### src/rtl/txgate_pkg.sv
package txgate_pkg;
  localparam int unsigned REG_WIDTH = 32;
  localparam logic [15:0] CTRL_WORD = 16'h0020;
  localparam logic [15:0] STAT_WORD = 16'h0022;
  localparam int unsigned BUSY_POS  = 8;
  localparam int unsigned RST_POS   = 12;
  localparam int unsigned DIS_POS   = 0;
endpackage

### src/rtl/txgate_regs.sv
module txgate_regs
  import txgate_pkg::*;
#(
  parameter int unsigned ADDR_W = 16,
  parameter int unsigned REG_W  = REG_WIDTH
) (
  input  logic              clk,
  input  logic              rst_n,
  input  logic              reg_wr,
  input  logic              reg_rd,
  input  logic [ADDR_W-1:0] reg_addr,
  input  logic [REG_W-1:0]  reg_wdata,
  input  logic              busy,
  input  logic              dp_rst,
  output logic [REG_W-1:0]  reg_rdata,
  output logic              ctrl_dis
);
  localparam logic [ADDR_W-1:0] CTRL_A = ADDR_W'(CTRL_WORD);
  localparam logic [ADDR_W-1:0] STAT_A = ADDR_W'(STAT_WORD);

  logic             ctrl_q, ctrl_d, ctrl_we;
  logic [REG_W-1:0] rdata_q, rdata_d;
  logic [REG_W-1:0] stat_word;
  logic             unused_wbits;

  assign unused_wbits = ^reg_wdata[REG_W-1:1];

  // next-state: control bit
  always_comb begin
    ctrl_we = reg_wr && (reg_addr == CTRL_A);
    ctrl_d  = reg_wdata[DIS_POS];
  end

  // status word assembly
  always_comb begin
    stat_word           = '0;
    stat_word[BUSY_POS] = busy;
    stat_word[RST_POS]  = dp_rst;
  end

  // next-state: read data
  always_comb begin
    rdata_d = '0;
    if (reg_addr == CTRL_A) begin
      rdata_d[DIS_POS] = ctrl_q;
    end else if (reg_addr == STAT_A) begin
      rdata_d = stat_word;
    end
  end

  always_ff @(posedge clk or negedge rst_n) begin
    if (!rst_n) begin
      ctrl_q  <= 1'b0;
      rdata_q <= '0;
    end else begin
      if (ctrl_we) ctrl_q  <= ctrl_d;
      if (reg_rd)  rdata_q <= rdata_d;
    end
  end

  assign reg_rdata = rdata_q;
  assign ctrl_dis  = ctrl_q;
endmodule

### src/rtl/txgate_track.sv
module txgate_track (
  input  logic clk,
  input  logic rst_n,
  input  logic dp_rst,
  input  logic beat_acc,
  input  logic beat_sop,
  input  logic beat_eop,
  output logic in_frame
);
  logic fr_q, fr_d;

  always_comb begin
    fr_d = fr_q;
    if (dp_rst) begin
      fr_d = 1'b0;
    end else if (beat_acc && beat_eop) begin
      fr_d = 1'b0;
    end else if (beat_acc && beat_sop) begin
      fr_d = 1'b1;
    end
  end

  always_ff @(posedge clk or negedge rst_n) begin
    if (!rst_n) fr_q <= 1'b0;
    else        fr_q <= fr_d;
  end

  assign in_frame = fr_q;
endmodule

### src/rtl/txgate_gate.sv
module txgate_gate #(
  parameter int unsigned DATA_W = 64
) (
  input  logic              ctrl_dis,
  input  logic              in_frame,
  input  logic              dp_rst,
  input  logic              cl_valid,
  input  logic              cl_sop,
  input  logic              cl_eop,
  input  logic [DATA_W-1:0] cl_data,
  input  logic              mac_ready,
  output logic              cl_ready,
  output logic              mac_valid,
  output logic              mac_sop,
  output logic              mac_eop,
  output logic [DATA_W-1:0] mac_data,
  output logic              pause_en,
  output logic              beat_acc
);
  logic block, path_open;

  always_comb begin
    block     = ctrl_dis && !in_frame;
    path_open = !block && !dp_rst;
    cl_ready  = mac_ready && path_open;
    mac_valid = cl_valid && path_open;
    mac_sop   = cl_sop;
    mac_eop   = cl_eop;
    mac_data  = cl_data;
    pause_en  = !ctrl_dis && !dp_rst;
    beat_acc  = cl_valid && cl_ready;
  end
endmodule

### src/rtl/txgate_ctrl.sv
module txgate_ctrl
  import txgate_pkg::*;
#(
  parameter int unsigned ADDR_W = 16,
  parameter int unsigned REG_W  = REG_WIDTH,
  parameter int unsigned DATA_W = 64
) (
  input  logic              clk,
  input  logic              rst_n,
  input  logic              dp_rst,
  input  logic              reg_wr,
  input  logic              reg_rd,
  input  logic [ADDR_W-1:0] reg_addr,
  input  logic [REG_W-1:0]  reg_wdata,
  output logic [REG_W-1:0]  reg_rdata,
  input  logic              cl_valid,
  input  logic              cl_sop,
  input  logic              cl_eop,
  input  logic [DATA_W-1:0] cl_data,
  output logic              cl_ready,
  output logic              mac_valid,
  output logic              mac_sop,
  output logic              mac_eop,
  output logic [DATA_W-1:0] mac_data,
  input  logic              mac_ready,
  output logic              pause_en
);
  logic ctrl_dis;
  logic in_frame;
  logic beat_acc;

  txgate_regs #(.ADDR_W(ADDR_W), .REG_W(REG_W)) u_regs (
    .clk      (clk),
    .rst_n    (rst_n),
    .reg_wr   (reg_wr),
    .reg_rd   (reg_rd),
    .reg_addr (reg_addr),
    .reg_wdata(reg_wdata),
    .busy     (in_frame),
    .dp_rst   (dp_rst),
    .reg_rdata(reg_rdata),
    .ctrl_dis (ctrl_dis)
  );

  txgate_track u_track (
    .clk     (clk),
    .rst_n   (rst_n),
    .dp_rst  (dp_rst),
    .beat_acc(beat_acc),
    .beat_sop(cl_sop),
    .beat_eop(cl_eop),
    .in_frame(in_frame)
  );

  txgate_gate #(.DATA_W(DATA_W)) u_gate (
    .ctrl_dis (ctrl_dis),
    .in_frame (in_frame),
    .dp_rst   (dp_rst),
    .cl_valid (cl_valid),
    .cl_sop   (cl_sop),
    .cl_eop   (cl_eop),
    .cl_data  (cl_data),
    .mac_ready(mac_ready),
    .cl_ready (cl_ready),
    .mac_valid(mac_valid),
    .mac_sop  (mac_sop),
    .mac_eop  (mac_eop),
    .mac_data (mac_data),
    .pause_en (pause_en),
    .beat_acc (beat_acc)
  );
endmodule

### config.mk
export PLATFORM = sky130hd
export DESIGN_NAME = txgate_ctrl
export DESIGN_NICKNAME = d
export VERILOG_FILES = /design/src/rtl/txgate_pkg.sv /design/src/rtl/txgate_regs.sv /design/src/rtl/txgate_track.sv /design/src/rtl/txgate_gate.sv /design/src/rtl/txgate_ctrl.sv
export SDC_FILE = /design/constraint.sdc
export NUM_CORES = 1
export LEC_CHECK = 0
export CAP_MARGIN = 10
export CORE_AREA = 2 2 85 87
export CTS_BUF_LIST = sky130_fd_sc_hd__clkbuf_8
export DETAILED_ROUTE_END_ITERATION = 7
export DIE_AREA = 0 0 87 89
export DONT_BUFFER_PORTS = 1
export SKIP_LAST_GASP = 1
export SYNTH_ARGS = -nofsm -noshare
export SYNTH_HDL_FRONTEND = slang
export SYNTH_SLANG_ARGS = --single-unit
### constraint.sdc
create_clock -name clk -period 2.3 [get_ports clk]
set_input_delay 0.46 -clock clk [delete_from_list [all_inputs] [get_ports clk]]
set_output_delay 0.46 -clock clk [all_outputs]
set_load 0.01 [all_outputs]
Word-level counts from Yosys, hierarchy flattened
Index checks and enable logic that the tools add are counted.
- register bits after elaboration: 34
- input port bits: 121
- output and inout bits: 101
- word-level logic and storage cells: 25
- eq/ne operators: 2
- muxes and demuxes: 6
- reduce and logical (&&, ||, !) cells: 14
- operators with widths (cell ; count):
    $eq 16x6->1 const B ; 2
    $mux 13 ; 1
    $mux 12 ; 1
    $logic_and 1x1->1 ; 9
    $logic_not 1->1 ; 4
    $mux 1 ; 4
    $reduce_bool 3->1 ; 1

Longest topological paths before layout
Gate-level depths: netlist (run 1).
- depth in word-level cells: 10
- gate-level depth with buffers: 4
- mapped depth without buffers: 4

Modules after synthesis
Synthesis (run 1) repeated with hierarchy kept, for this count alone.
- cell total of the unflattened synthesis: 123
- area, all modules: 1012.2 µm²
- by module, submodules not included (module ; times used ; cells an instance ; area each (µm²) ; sequential area each (µm²)):
    txgate_gate ; 1 ; 71 ; 544.3 ; 0.0
    txgate_regs ; 1 ; 49 ; 430.4 ; 100.1
    txgate_track ; 1 ; 3 ; 37.5 ; 25.0

Worst setup path before layout (run 1)
OpenSTA, ideal clock, no wires.
- path type: input to register
- start: in reg_addr[12]
- end: reg u_regs.ctrl_q (netlist: u_regs.ctrl_dis)
- setup time: 0.128 ns
- arrival time: 1.381 ns
- data required time: 2.172 ns
- setup slack: 0.791 ns
- cell stages on the path: 4
- buffers on the path: 0
- path through: nor4_1 -> nand4_1 -> nor3b_2 -> mux2_1
- longest elaborated chain between the ends: 2
- ends and longest elaborated chain (item ; RTL line ; RTL):
    from (decl) ; txgate_ctrl.sv:13 ; input logic [ADDR_W-1:0] reg_addr,
    $eq 16x6->1 ; txgate_regs.sv:30 ; ctrl_we = reg_wr && (reg_addr == CTRL_A);
    $logic_and 1x1->1 ; txgate_regs.sv:30 ;
    to (signal assigned) ; txgate_regs.sv:56 ; if (ctrl_we) ctrl_q <= ctrl_d;
    to (decl) ; txgate_regs.sv:21 ; logic ctrl_q, ctrl_d, ctrl_we;
No other way between the ends.
A chain may end at the register's enable or synchronous reset.

Final worst setup path (run 1)
- start: reg u_regs.ctrl_q (netlist: u_regs.ctrl_dis)
- end: out mac_valid
- longest elaborated chain between the ends: 4
- ends and longest elaborated chain (item ; RTL line ; RTL):
    $logic_and 1x1->1 ; txgate_gate.sv:23 ; block = ctrl_dis && !in_frame;
    $logic_not 1->1 ; txgate_gate.sv:24 ; path_open = !block && !dp_rst;
    $logic_and 1x1->1 ; txgate_gate.sv:24 ;
    $logic_and 1x1->1 ; txgate_gate.sv:26 ; mac_valid = cl_valid && path_open;
    to (decl) ; txgate_ctrl.sv:21 ; output logic mac_valid,
No other way between the ends.

==> flow_summary.yaml, run 1 <==
drt:
  avgRoutedWirePerCell_um: 13.1
  vias: 429
  via_per_inst: 2.98
  wl_mm: 1.89
  dr.pass1.iters: 2
  drc: 0
  drt_iter0_markers: 3
  ant_nets: 0
sta:
  fmax_mhz: 630
  finalSetupTns_ns: 0
  fin_crit_ns: 1.59
  hold_viol: 0
  final.period_utilization_pct: 69.0
  drv_slew: 0
  rsz0062_at_grt: "no"
  fin_ws_ns: 0.714
  skew_ns: 0.00409
  setup_viol: 0
pwr:
  seqPwrFrac_pct: 32.1
  comb_power_share_pct: 12.4
  vdd_drop_max_mv: 0.386
  leakagePower_nw: 0.232
  net-switching-power_mw: 0.0705
  power_density_nw_per_um2: 511
  swShare_pct: 25.2
  intPower_mw: 0.209
  clockPowerShare_pct: 55.5
yosys:
  synth.distinct_cells: 21
  netlist.top_cell.by_area: "buf_4"
  yosys_register_bits: 5
  syn_area_um2: 1000
  syn_area_per_cell_um2: 7.94
  yosysWarningCount: 0
  synth_area_leaders: "buf_4 (71%), dfrtp_1 (13%), inv_1 (1.5%)"
  ys_seq_area_share_pct: 12.5
  synthCells: 126
  synthDominantCellAreaShare_pct: 71.2
finish:
  drive_gt1_share_pct: 7.81
  fin_util_pct: 8.16
  final_cell_mix: "conb_1 (29), inv_1 (5), dfrtp_1 (5)"
  diodes: 0
  final_common_cell: "conb_1"
  final_cells: 144
  nets: 186
  syn2layout_area_growth_pct: -45.2
worst_setup_path:
  cp-end-kind: "output pin"
  worstSetupStartpointType: "flop"
  crit_arrival_ns: 1.13
  path_max_fanout: 4
  critical_path_class: "flop to output pin"
  worstRegToRegCells: 3
  required_ns: 1.84
placed_design:
  dp_slack_ns: 0.689
  gp_congestion: 0.673
  place_inst: 139
  post-dp-hpwl_mm: 1.64
  io_buffers: 0
global_route:
  grt_max_degree: 7
  track_usage_pct: 4.14
  grt_antenna_before_repair: 0
  grt_pass1_vias: 432
  grt_overflow_total: 0
  grt_pass1_wl_mm: 2.15
die:
  fp.dieW_um: 87
  ios: 222
  coreArea_um2: 6720
  fp.dieH_um: 89
  initial_core_util_pct: 14.9
  die_area_um2: 7740
  rows: 30
worst_hold_path:
  hold_class: "primary input to flop"
  min_path_cells: 1
clock_network:
  ctsHtreeMaxLevel: 1
  clockBufferDepth: 2
  cts_setup_buffers: 0
  clk_pin_slew_ns: 0.04
  cts_tree: "yes"
  cts_inserted_buffers: 3
  clk_latency_ns: 0.22
  cts-root-buf: "clkbuf_8"
  cts_num_sinks: 5
status:
  status: "finished clean"
run:
  drv_cap: 0
## through the flow
stage	hold WS, ns	power (mW)	area, um^2
6_report	0.343	0.280	548
5_1_grt	0.331	0.300	548
4_1_cts	0.339	0.284	548
3_5_place_dp	0.165	0.122	493
3_3_place_gp	0.165	0.121	493
2_1_floorplan	0.164	0.275	1110
## repair_timing
| action | in CTS | in global routing |
|---|---|---|
| hold endpoints to repair | 5 | 0 |
| hold buffers | 1 | 0 |
| resized for setup | 0 | 0 |
## area by class of cell
class / instances / area [um^2]
Fill cell: 776 / 6170
Timing Repair Buffer: 1 / 10.0
Sequential cell: 5 / 125
Tap cell: 80 / 100
Clock buffer: 3 / 41.3
Multi-Input combinational cell: 50 / 253
Inverter: 4 / 15.0
Clock inverter: 1 / 3.75
## worst paths after layout
kind	from	endpoint	slack (ns)
worst min register to register	u_regs.reg_rdata[0]	u_regs.reg_rdata[0]	0.59
worst max register to register	u_regs.ctrl_dis	u_track.in_frame	0.93
max in group asynchronous	rst_n	u_track.in_frame	1.54
worst max-delay path	u_regs.ctrl_dis	mac_valid	0.71
worst min-delay path	dp_rst	u_track.in_frame	0.34
min in group asynchronous	rst_n	u_regs.ctrl_dis	0.55
## cell families after synthesis
kind of cell / after synthesis / share of synthesized area, %
other: 1 / 0.375
muxes: 1 / 1.12
DFF: 5 / 12.5
AOI/OAI and AO/OA: 6 / 4.00
buffers and inverters: 99 / 72.7
and+or+nand+nor: 14 / 9.25
## cell usage after synthesis
| library cell | count |
|---|---|
| buf_4 | 95 |
| dfrtp_1 | 5 |
| inv_1 | 4 |
| and2_1 | 2 |
| nand2_1 | 2 |
| nor4_1 | 2 |
| o22ai_1 | 2 |
| a21oi_1 | 1 |
| a311oi_1 | 1 |
| a41oi_1 | 1 |
| conb_1 | 1 |
| mux2_1 | 1 |
| nand2b_1 | 1 |
| nand3_1 | 1 |
| nand4_1 | 1 |
| nor2_1 | 1 |
| nor3_1 | 1 |
| nor3b_2 | 1 |
| nor4b_2 | 1 |
| o21ai_0 | 1 |
| or2_1 | 1 |
## flip-flops by register name, summed over array words and instances (netlist names)
signal            cells
u_regs.reg_rdata      3
u_track.in_frame      1
u_regs.ctrl_dis       1
## power by group through the flow
stage          clock [mW]  combinational (mW)  sequential (mW)
2_1_floorplan           0               0.184           0.0905
3_3_place_gp            0              0.0306           0.0908
3_5_place_dp            0              0.0307           0.0909
4_1_cts             0.160              0.0340           0.0898
5_1_grt             0.171              0.0393           0.0898
6_report            0.155              0.0346           0.0899
## worst max-delay path, cell delays in order, from the launching register on
cell     delay [ns]
dfrtp_1        0.44
a21oi_1        0.23
and2_1         0.23
## layer usage
layer / vias to the layer above / part of all wire, % / track usage (%)
li1: 149 / - / -
met1: 162 / 25 / 2.87
met2: 76 / 41 / 6.11
met3: 42 / 18 / 2.40
met4: 0 / 16 / 6.96
met5: - / 0 / 0
(Power assumes the default switching activity.)
==> inputs of run 2 (changes only) <==
==> constraint.sdc (replaced) <==
create_clock -name clk -period 1.4 [get_ports clk]
set_input_delay 0.28 -clock clk [delete_from_list [all_inputs] [get_ports clk]]
set_output_delay 0.28 -clock clk [all_outputs]
set_load 0.01 [all_outputs]
==> run 2 against run 1 <==
  * Worst hold slack worse by 0.18 ns
  * Clock skew decreased by 0.0015 ns
  * Total power increased by 66%
  * Routed wire length increased by 3.3%
  * First-iteration DRC count grew to 3.7 times the previous value
  * Combinational power grew 75%
==> flow_summary.yaml, run 2 (synthesis gave the netlist of run 1 again) <==
worst_setup_path:
  crit_chain: "a21oi_2, and2_1"
  crit_arrival_ns: 1.06
  reg2reg_to: "u_track.in_frame"
  critPathLaunch: "u_regs.ctrl_dis"
  crit_path_top_delay_cell: "dfrtp_1"
  cp-end-kind: "output pin"
  critical_path_class: "flop to output pin"
  cp_top_family: "flip-flops"
  worstSetupStartpointType: "flop"
  rrSetupSlack_ns: 0.08
  r2r-start: "u_regs.ctrl_dis"
  critPathBufInv: 0
  max_stage_delay_ns: 0.39
  path_max_fanout: 3
  worstRegToRegCells: 3
  required_ns: 1.12
worst_hold_path:
  hold_class: "primary input to flop"
  whs_endpoint: "u_track.in_frame"
  min_path_cells: 1
  hold_start: "dp_rst"
global_route:
  grt_antenna_before_repair: 0
  grtUsageMet2_pct: 5.76
  grt_use_met1_pct: 3.42
  grtUsageMet3_pct: 2.86
  grt_max_degree: 7
  grt_pass1_vias: 434
  busiest_layer: "met4"
  grt_overflow_total: 0
  track_usage_pct: 4.33
  grt_pass1_wl_mm: 2.24
finish:
  syn2layout_area_growth_pct: -42.6
  largest_register_ffs: 3
  nFillCells: 773
  final_common_cell: "conb_1"
  nets: 189
  diodes: 0
  drive_gt1_share_pct: 13.4
  final_cells: 147
  final_cell_mix: "conb_1 (29), inv_1 (5), dfrtp_1 (5)"
  seqCellArea_um2: 125
  multi_input_area_um2: 256
drt:
  dr.pass1.iters: 3
  avgRoutedWirePerCell_um: 13.3
  vias: 427
  wl_mm: 1.95
  drt_iter0_markers: 11
  ant_nets: 0
  via_per_inst: 2.90
  drc: 0
clock_network:
  clk_pin_slew_ns: 0.04
  cts_setup_buffers: 0
  ctsHtreeMaxLevel: 1
  cts_tree: "yes"
  clk_latency_ns: 0.22
  clockBufferDepth: 2
  cts_inserted_buffers: 3
  cts_num_sinks: 5
  cts-root-buf: "clkbuf_8"
die:
  ios: 222
  die_area_um2: 7740
  fp.dieW_um: 87
  initial_core_util_pct: 14.9
  fp.dieH_um: 89
  coreArea_um2: 6720
  rows: 30
placed_design:
  place_inst: 142
  io_buffers: 0
  post-dp-hpwl_mm: 1.70
  gp_congestion: 0.680
pwr:
  leakagePower_nw: 0.248
  vdd_drop_max_mv: 0.328
  power_density_nw_per_um2: 808
sta:
  drv_slew: 0
  hold_viol: 0
  finalSetupTns_ns: 0
  fin_crit_ns: 1.34
  rsz0062_at_grt: "no"
  fmax_mhz: 748
  hold_slack_ns: 0.166
  final.period_utilization_pct: 95.4
  setup_viol: 0
  skew_ns: 0.00254
run:
  drv_cap: 0
status:
  status: "finished clean"
-- run 2: repair_timing --
| action | in CTS | in global routing |
|---|---|---|
| hold endpoints to repair | 5 | 0 |
| setup endpoints to repair | 2 | 0 |
| hold buffers | 1 | 0 |
| resized for setup | 1 | 0 |
-- run 2: stage by stage --
step / power [mW] / cell area (um^2) / utilization [%] / worst slack (ns)
after floorplan: 0.451 / 1110 / - / 0.0711
after global placement: 0.201 / 515 / 7.67 / 0.00172
after detailed placement: 0.202 / 515 / 7.67 / -0.0117
after CTS: 0.469 / 574 / 8.55 / 0.0512
after global routing: 0.488 / 574 / 8.55 / 0.0237
final: 0.464 / 574 / 8.55 / 0.0639
-- run 2: report_power, final --
group          switching (mW)  leakage (nW)  internal, mW
clock network          0.0692        0.0269         0.188
logic                  0.0492         0.151        0.0113
registers            0.000402        0.0697         0.146
-- run 2: worst max path at each step --
stage / to / slack [ns] / cells past startpoint
after detailed placement: u_regs.ctrl_dis / -0.01 / 4
after global placement: u_regs.ctrl_dis / 0.002 / 4
after global routing: cl_ready / 0.02 / 2
after CTS: cl_ready / 0.05 / 2
final: mac_valid / 0.06 / 2
after floorplan: u_regs.ctrl_dis / 0.07 / 4
-- run 2: cell type report --
type                            instances  share of cell area, %
Clock inverter                          1                  0.654
Sequential cell                         5                   21.8
Inverter                                4                   2.61
Clock buffer                            3                   7.19
Multi-Input combinational cell         50                   44.7
Tap cell                               80                   17.4
Timing Repair Buffer                    4                   5.66
-- run 2: routing by layer --
| layer | up-vias | part of all wire, % |
|---|---|---|
| met1 | 154 | 28 |
| met2 | 76 | 38 |
| met4 | 0 | 16 |
| met5 | - | 0 |
| met3 | 42 | 18 |
| li1 | 155 | - |
